--- config.mk ---
export PLATFORM = sky130hd
export DESIGN_NAME = fdec_top
export DESIGN_NICKNAME = d
export VERILOG_FILES = /design/src/rtl/fdec_pkg.sv /design/src/rtl/fdec_classify.sv /design/src/rtl/fdec_fields.sv /design/src/rtl/fdec_seqpc.sv /design/src/rtl/fdec_top.sv
export SDC_FILE = /design/constraint.sdc
export NUM_CORES = 1
export LEC_CHECK = 0
export BUFFER_PORTS_ARGS = -buffer_cell sky130_fd_sc_hd__buf_2
export CORE_ASPECT_RATIO = 1.75
export CORE_MARGIN = 5
export CORE_UTILIZATION = 40
export CTS_CLUSTER_SIZE = 14
export DETAILED_ROUTE_END_ITERATION = 8
export GPL_TIMING_DRIVEN = 0
export PLACE_DENSITY = 0.78
export REMOVE_ABC_BUFFERS = 1
export SLEW_MARGIN = 20
export SYNTH_ARGS = -nofsm -noshare
export SYNTH_HDL_FRONTEND = slang
export SYNTH_SLANG_ARGS = --single-unit
--- constraint.sdc ---
create_clock -name clk -period 7.6 [get_ports clk]
set_clock_uncertainty 0.05 [all_clocks]
set_input_delay 1.52 -clock clk [delete_from_list [all_inputs] [get_ports clk]]
set_output_delay 1.52 -clock clk [all_outputs]
set_load 0.02 [all_outputs]
--- src/rtl/fdec_pkg.sv ---
package fdec_pkg;

   localparam int LEN_W = 4;

   typedef enum logic [3:0] {
      IC_HALT  = 4'h0,
      IC_NOP   = 4'h1,
      IC_CMOV  = 4'h2,
      IC_IRMOV = 4'h3,
      IC_RMMOV = 4'h4,
      IC_MRMOV = 4'h5,
      IC_ALU   = 4'h6,
      IC_JMP   = 4'h7,
      IC_CALL  = 4'h8,
      IC_RET   = 4'h9,
      IC_PUSH  = 4'hA,
      IC_POP   = 4'hB,
      IC_IADD  = 4'hC
   } icode_e;

   localparam logic [3:0] REG_NONE  = 4'hF;
   localparam logic [3:0] ALU_FMAX  = 4'h3;
   localparam logic [3:0] COND_FMAX = 4'h6;

   typedef struct packed {
      logic             ok;
      logic             need_regs;
      logic             need_const;
      logic [LEN_W-1:0] len;
   } dec_info_t;

endpackage

--- src/rtl/fdec_classify.sv ---
module fdec_classify
   import fdec_pkg::*;
#(
   parameter int  CONST_BYTES = 8,
   parameter bit  EN_IADD     = 1'b1
) (
   input  logic [3:0] ic,
   input  logic [3:0] fn,
   output dec_info_t  info
);

   localparam logic [LEN_W-1:0] CB = LEN_W'(CONST_BYTES);

   logic ok_raw, nr_raw, nc_raw;

   always_comb begin
      ok_raw = 1'b0;
      nr_raw = 1'b0;
      nc_raw = 1'b0;
      case (ic)
         IC_HALT, IC_NOP, IC_RET: begin
            ok_raw = (fn == 4'h0);
         end
         IC_CMOV: begin
            ok_raw = (fn <= COND_FMAX);
            nr_raw = 1'b1;
         end
         IC_IRMOV, IC_RMMOV, IC_MRMOV: begin
            ok_raw = (fn == 4'h0);
            nr_raw = 1'b1;
            nc_raw = 1'b1;
         end
         IC_ALU: begin
            ok_raw = (fn <= ALU_FMAX);
            nr_raw = 1'b1;
         end
         IC_JMP: begin
            ok_raw = (fn <= COND_FMAX);
            nc_raw = 1'b1;
         end
         IC_CALL: begin
            ok_raw = (fn == 4'h0);
            nc_raw = 1'b1;
         end
         IC_PUSH, IC_POP: begin
            ok_raw = (fn == 4'h0);
            nr_raw = 1'b1;
         end
         IC_IADD: begin
            ok_raw = EN_IADD && (fn == 4'h0);
            nr_raw = 1'b1;
            nc_raw = 1'b1;
         end
         default: begin
            ok_raw = 1'b0;
         end
      endcase
   end

   always_comb begin
      info.ok         = ok_raw;
      info.need_regs  = ok_raw & nr_raw;
      info.need_const = ok_raw & nc_raw;
      info.len        = LEN_W'(1)
                      + (info.need_regs  ? LEN_W'(1) : '0)
                      + (info.need_const ? CB        : '0);
   end

endmodule

--- src/rtl/fdec_fields.sv ---
module fdec_fields
   import fdec_pkg::*;
#(
   parameter int WORD_W    = 64,
   parameter int WIN_BYTES = 10
) (
   input  logic [8*(WIN_BYTES-1)-1:0] tail,
   input  logic                       need_regs,
   input  logic                       need_const,
   output logic [3:0]                 ra,
   output logic [3:0]                 rb,
   output logic [WORD_W-1:0]          valc
);

   localparam int CB = WORD_W / 8;

   logic [WORD_W-1:0] c_near;
   logic [WORD_W-1:0] c_far;

   for (genvar k = 0; k < CB; k++) begin : g_byte
      assign c_near[8*k +: 8] = tail[8*k +: 8];
      assign c_far[8*k +: 8]  = tail[8*(k+1) +: 8];
   end

   always_comb begin
      ra   = need_regs ? tail[7:4] : REG_NONE;
      rb   = need_regs ? tail[3:0] : REG_NONE;
      valc = '0;
      if (need_const) begin
         valc = need_regs ? c_far : c_near;
      end
   end

endmodule

--- src/rtl/fdec_seqpc.sv ---
module fdec_seqpc
   import fdec_pkg::*;
#(
   parameter int ADDR_W = 64
) (
   input  logic [ADDR_W-1:0] pc,
   input  logic [LEN_W-1:0]  len,
   output logic [ADDR_W-1:0] npc
);

   assign npc = pc + ADDR_W'(len);

endmodule

--- src/rtl/fdec_top.sv ---
module fdec_top
   import fdec_pkg::*;
#(
   parameter int ADDR_W    = 64,
   parameter int WORD_W    = 64,
   parameter int WIN_BYTES = 10,
   parameter bit EN_IADD   = 1'b1,
   parameter bit OUT_REG   = 1'b1
) (
   input  logic                   clk,
   input  logic                   rst_n,
   input  logic                   in_valid,
   input  logic [ADDR_W-1:0]      pc_in,
   input  logic [8*WIN_BYTES-1:0] win_in,
   output logic                   out_valid,
   output logic [3:0]             icode,
   output logic [3:0]             ifun,
   output logic [3:0]             reg_a,
   output logic [3:0]             reg_b,
   output logic [WORD_W-1:0]      const_w,
   output logic [LEN_W-1:0]       ins_len,
   output logic [ADDR_W-1:0]      seq_pc,
   output logic                   has_regs,
   output logic                   has_const,
   output logic                   bad_instr
);

   localparam int CONST_BYTES = WORD_W / 8;
   localparam int MAX_LEN     = 2 + CONST_BYTES;

   if (WORD_W % 8 != 0) begin : g_chk_word
      $error("fdec_top: WORD_W must be a whole number of bytes");
   end
   if (WIN_BYTES != MAX_LEN) begin : g_chk_win
      $error("fdec_top: WIN_BYTES must equal the longest instruction");
   end
   if (MAX_LEN > (1 << LEN_W) - 1) begin : g_chk_len
      $error("fdec_top: instruction length does not fit the length field");
   end
   if (ADDR_W < 8) begin : g_chk_addr
      $error("fdec_top: ADDR_W too narrow");
   end

   dec_info_t         info;
   logic [3:0]        ra_c, rb_c;
   logic [WORD_W-1:0] valc_c;
   logic [ADDR_W-1:0] npc_c;

   fdec_classify #(
      .CONST_BYTES (CONST_BYTES),
      .EN_IADD     (EN_IADD)
   ) u_cls (
      .ic   (win_in[7:4]),
      .fn   (win_in[3:0]),
      .info (info)
   );

   fdec_fields #(
      .WORD_W    (WORD_W),
      .WIN_BYTES (WIN_BYTES)
   ) u_fld (
      .tail       (win_in[8*WIN_BYTES-1:8]),
      .need_regs  (info.need_regs),
      .need_const (info.need_const),
      .ra         (ra_c),
      .rb         (rb_c),
      .valc       (valc_c)
   );

   fdec_seqpc #(
      .ADDR_W (ADDR_W)
   ) u_pc (
      .pc  (pc_in),
      .len (info.len),
      .npc (npc_c)
   );

   if (OUT_REG) begin : g_reg
      always_ff @(posedge clk) begin
         if (!rst_n) begin
            out_valid <= 1'b0;
            icode     <= '0;
            ifun      <= '0;
            reg_a     <= '0;
            reg_b     <= '0;
            const_w   <= '0;
            ins_len   <= '0;
            seq_pc    <= '0;
            has_regs  <= 1'b0;
            has_const <= 1'b0;
            bad_instr <= 1'b0;
         end else begin
            out_valid <= in_valid;
            if (in_valid) begin
               icode     <= win_in[7:4];
               ifun      <= win_in[3:0];
               reg_a     <= ra_c;
               reg_b     <= rb_c;
               const_w   <= valc_c;
               ins_len   <= info.len;
               seq_pc    <= npc_c;
               has_regs  <= info.need_regs;
               has_const <= info.need_const;
               bad_instr <= ~info.ok;
            end
         end
      end

      AST_VALID_FOLLOWS: assert property (@(posedge clk) disable iff (!rst_n)
         in_valid |=> out_valid) else $error("valid not forwarded");
      AST_IDLE_QUIET: assert property (@(posedge clk) disable iff (!rst_n)
         !in_valid |=> !out_valid) else $error("spurious valid");
      AST_LEN_RANGE: assert property (@(posedge clk) disable iff (!rst_n)
         out_valid |-> (ins_len >= LEN_W'(1) && ins_len <= LEN_W'(MAX_LEN)))
         else $error("length out of range");
      AST_NEXT_PC: assert property (@(posedge clk) disable iff (!rst_n)
         out_valid |-> (seq_pc == $past(pc_in) + ADDR_W'(ins_len)))
         else $error("sequential pc mismatch");
      AST_NO_REG_NONE: assert property (@(posedge clk) disable iff (!rst_n)
         (out_valid && !has_regs) |-> (reg_a == REG_NONE && reg_b == REG_NONE))
         else $error("register field without register byte");
      AST_NO_CONST_ZERO: assert property (@(posedge clk) disable iff (!rst_n)
         (out_valid && !has_const) |-> (const_w == '0))
         else $error("constant without constant word");
      AST_BAD_SHORT: assert property (@(posedge clk) disable iff (!rst_n)
         (out_valid && bad_instr) |-> (ins_len == LEN_W'(1) && !has_regs && !has_const))
         else $error("invalid instruction not collapsed");
      AST_UNDEF_BAD: assert property (@(posedge clk) disable iff (!rst_n)
         (out_valid && icode >= 4'hD) |-> bad_instr)
         else $error("undefined code accepted");
   end else begin : g_comb
      always_comb begin
         out_valid = in_valid;
         icode     = win_in[7:4];
         ifun      = win_in[3:0];
         reg_a     = ra_c;
         reg_b     = rb_c;
         const_w   = valc_c;
         ins_len   = info.len;
         seq_pc    = npc_c;
         has_regs  = info.need_regs;
         has_const = info.need_const;
         bad_instr = ~info.ok;
      end
   end

endmodule

==> results.md <==
* Hold Slack at 0.396 ns
* Crit end category: flip-flop
* Number of fill cells at 1750
* Total core area at 0.0180 mm^2
* Place WS at 1.60 ns
* Worst R2R Path Depth at 2
* Most frequent cells in the layout: buf_2 (296), dfxtp_1 (149), nand2_1 (112)
* FF-to-FF End: seq_pc[10]
* Post-route cell area at 0.00965 mm^2
* Final Worst Setup Slack at 2.05 ns
* Post-CTS setup buffers at 0
* Run status: finished clean
* Synthesized area at 0.00725 mm^2
* Arrival time at the worst endpoint at 5.83 ns
* GR Overflow Total at 0
* Crit path kind: in2reg
* Remaining DRCs at 0
* Post-Route WL at 24800 um
* Port Buffers at 297
* TritonRoute pass-1 iters at 5
* Fin Setup TNS at 0 ns
* Starting Density at 0.403
* Clock Path Buffers at 2
* Largest net degree at the start of global routing at 89
* Num Clock Sinks at 149
* Critical R2R Launch: seq_pc[10]
* Min-Delay Path Depth at 2
* Antenna-violating nets left at 0
* Syn Area/Cell at 8.30 um^2
* Synth Register Bits at 149
* Dpl hpwl at 18200 um
* Hold crit path type: reg2reg
* Avg Vias per Cell at 5.66
* Reg-to-reg slack, setup at 6.79 ns
* RSZ-0062 raised after global routing: no
* CP startpoint kind: input pin
* Netlist cell types at 59
* Leakage at 4.11 nW
* Area after DPL at 0.00899 mm^2
* Hold endpoint: const_w[14]
* Total track usage at 0.226
* Final #Nets at 1273
* Cts-stage hold buffer count at 0
* Synth top area cells: dfxtp_1 (41%), o31ai_1 (7.0%), a22oi_1 (6.6%)
* CTS tree: built
* Maxcap violations at 0
* Number of synthesized flops with an enable pin at 0
* Synthesis-to-layout area growth at 33.1%
* Clock slew at reported path FFs at 0.07 ns
* Via count at 7775
* Final hold violations at 0
* Vias in the first global route at 7719
* Initial antenna violation count at 4
* Yosys top cell area share at 0.411
* Async SR Flop Fraction at 0
* Setup-failing EPs final at 0
* Final Critical Period at 5.55 ns
* Peak supply drop at 0.136 mV
* Final GP Congestion at 0.867
* Yosys warnings at 0
* Slew headroom at 0.311
* Fin crit share at 0.730
* Mapped Cells at 873
* H-tree depth at 4
* Placed Instances at 1337
* TritonCTS Buffers at 17
* CTS resizes at 0
* Die area at 0.0210 mm^2
* Crit Path Max Fanout at 66
* IO Count at 299
* Most common cell after layout, fill and taps aside: buf_2
* Clock tree root buffer cell: clkbuf_16
* Chip width at 112 um
* Final Non-Filler Cells at 1373
* Crit path required time at 7.89 ns
* Routed len/inst at 18.1 um
* Largest area contributor in the netlist: dfxtp_1
* Slew @ Worst Pin at 1.03 ns
* Initial DRC count at 487
* FP Rows at 65
* First-pass GRT wire length at 39100 um
* Clock latency on the worst-skew pair at 0.41 ns
* Most common flop cell mapped by yosys: dfxtp_1
* Layout cells sized above 1 at 0.308
* Sequential area share after synthesis at 0.411
* Final Max Tran Viols at 0
* Fmax at 180 MHz
* Hold Crit Start: const_w[14]
* Die height at 188 um
* Cell area power density at 217 mW/mm^2
-- Yosys cell counts, drive strengths merged (2+ instances only) --
library cell  number
xor2              10
nor2b              2
nand2b             4
xnor2             21
or4b               2
or3                8
ha                 3
o21a               2
o21ai             51
nor2              40
a21boi             2
a31oi             10
and4b              2
nand2            113
dfxtp            149
o311a              4
o211ai             5
clkbuf            63
a41oi              8
mux2               2
and4               7
nor3              30
a21oi             21
o31ai             68
and2               2
inv               25
a211o              2
a311oi             4
or4               11
nor4              17
nor3b              3
buf               13
a211oi            15
nand4             23
and3               8
nand3             30
mux2i             13
o311ai             4
a22oi             64
-- layer usage --
metal	GRT usage	share of wire	vias to the layer above
met3	0.0523	0.067	65
met5	0	0	-
met4	0.113	0.042	0
li1	-	-	3766
met2	0.414	0.53	289
met1	0.238	0.36	3655
-- state kept, by name (all words and copies together) (netlist names) --
name / cells
out_valid: 1
const_w: 64
ifun: 4
bad_instr: 1
ins_len: 3
reg_b: 4
reg_a: 4
icode: 4
seq_pc: 64
-- worst max-delay path: stages --
cell	delay (ns)
buf_2	0.18
nor2b_1	0.22
o32a_1	0.16
a2bb2oi_1	0.29
o21a_4	0.66
nor2_1	0.14
ha_1	0.36
a31oi_1	0.20
or4b_1	0.80
or4_4	0.67
or4_1	0.50
o211ai_1	0.11
-- worst max path at each step --
stage	startpoint	slack [ns]	cells past startpoint	end
global route	win_in[4]	1.68	12	seq_pc[48]
finish	win_in[4]	2.05	12	seq_pc[56]
floorplan	win_in[4]	1.77	11	seq_pc[56]
CTS	win_in[4]	2.05	12	seq_pc[56]
global placement	rst_n	-0.72	5	const_w[25]
detailed placement	win_in[4]	1.60	12	seq_pc[56]
-- power by group --
part / internal (mW) / switching (mW) / total, mW
sequential: 0.815 / 0.0161 / 0.831
clock: 0.586 / 0.361 / 0.947
combinational: 0.116 / 0.202 / 0.318
-- per-stage QoR --
step,utilization,total power [mW]
global placement,0.485,1.14
detailed placement,0.500,1.17
floorplan,-,1.00
finish,0.537,2.10
CTS,0.536,2.11
global route,0.537,2.17
-- area by class of cell --
| type | count | area, um^2 | share of cell area |
|---|---|---|---|
| multi-input cells | 622 | 3910 | 0.405 |
| flip-flops and latches | 149 | 2980 | 0.309 |
| repair buffers | 306 | 1710 | 0.177 |
| clock buffers | 17 | 425 | 0.0441 |
| well taps | 234 | 293 | 0.0303 |
| clock inverters | 15 | 228 | 0.0236 |
| inverters | 26 | 98.8 | 0.0102 |
| diodes | 4 | 10.0 | 0.00104 |
-- kinds of logic after synthesis --
kind of cell	synth area share
and+or+nand+nor	0.209
AOI/OAI and AO/OA	0.255
DFF	0.411
buffers and inverters	0.0570
xor gates and xnor gates	0.0375
muxes	0.0211
adders and majority gates	0.00794
other	0.000517
(Power assumes the default switching activity.)
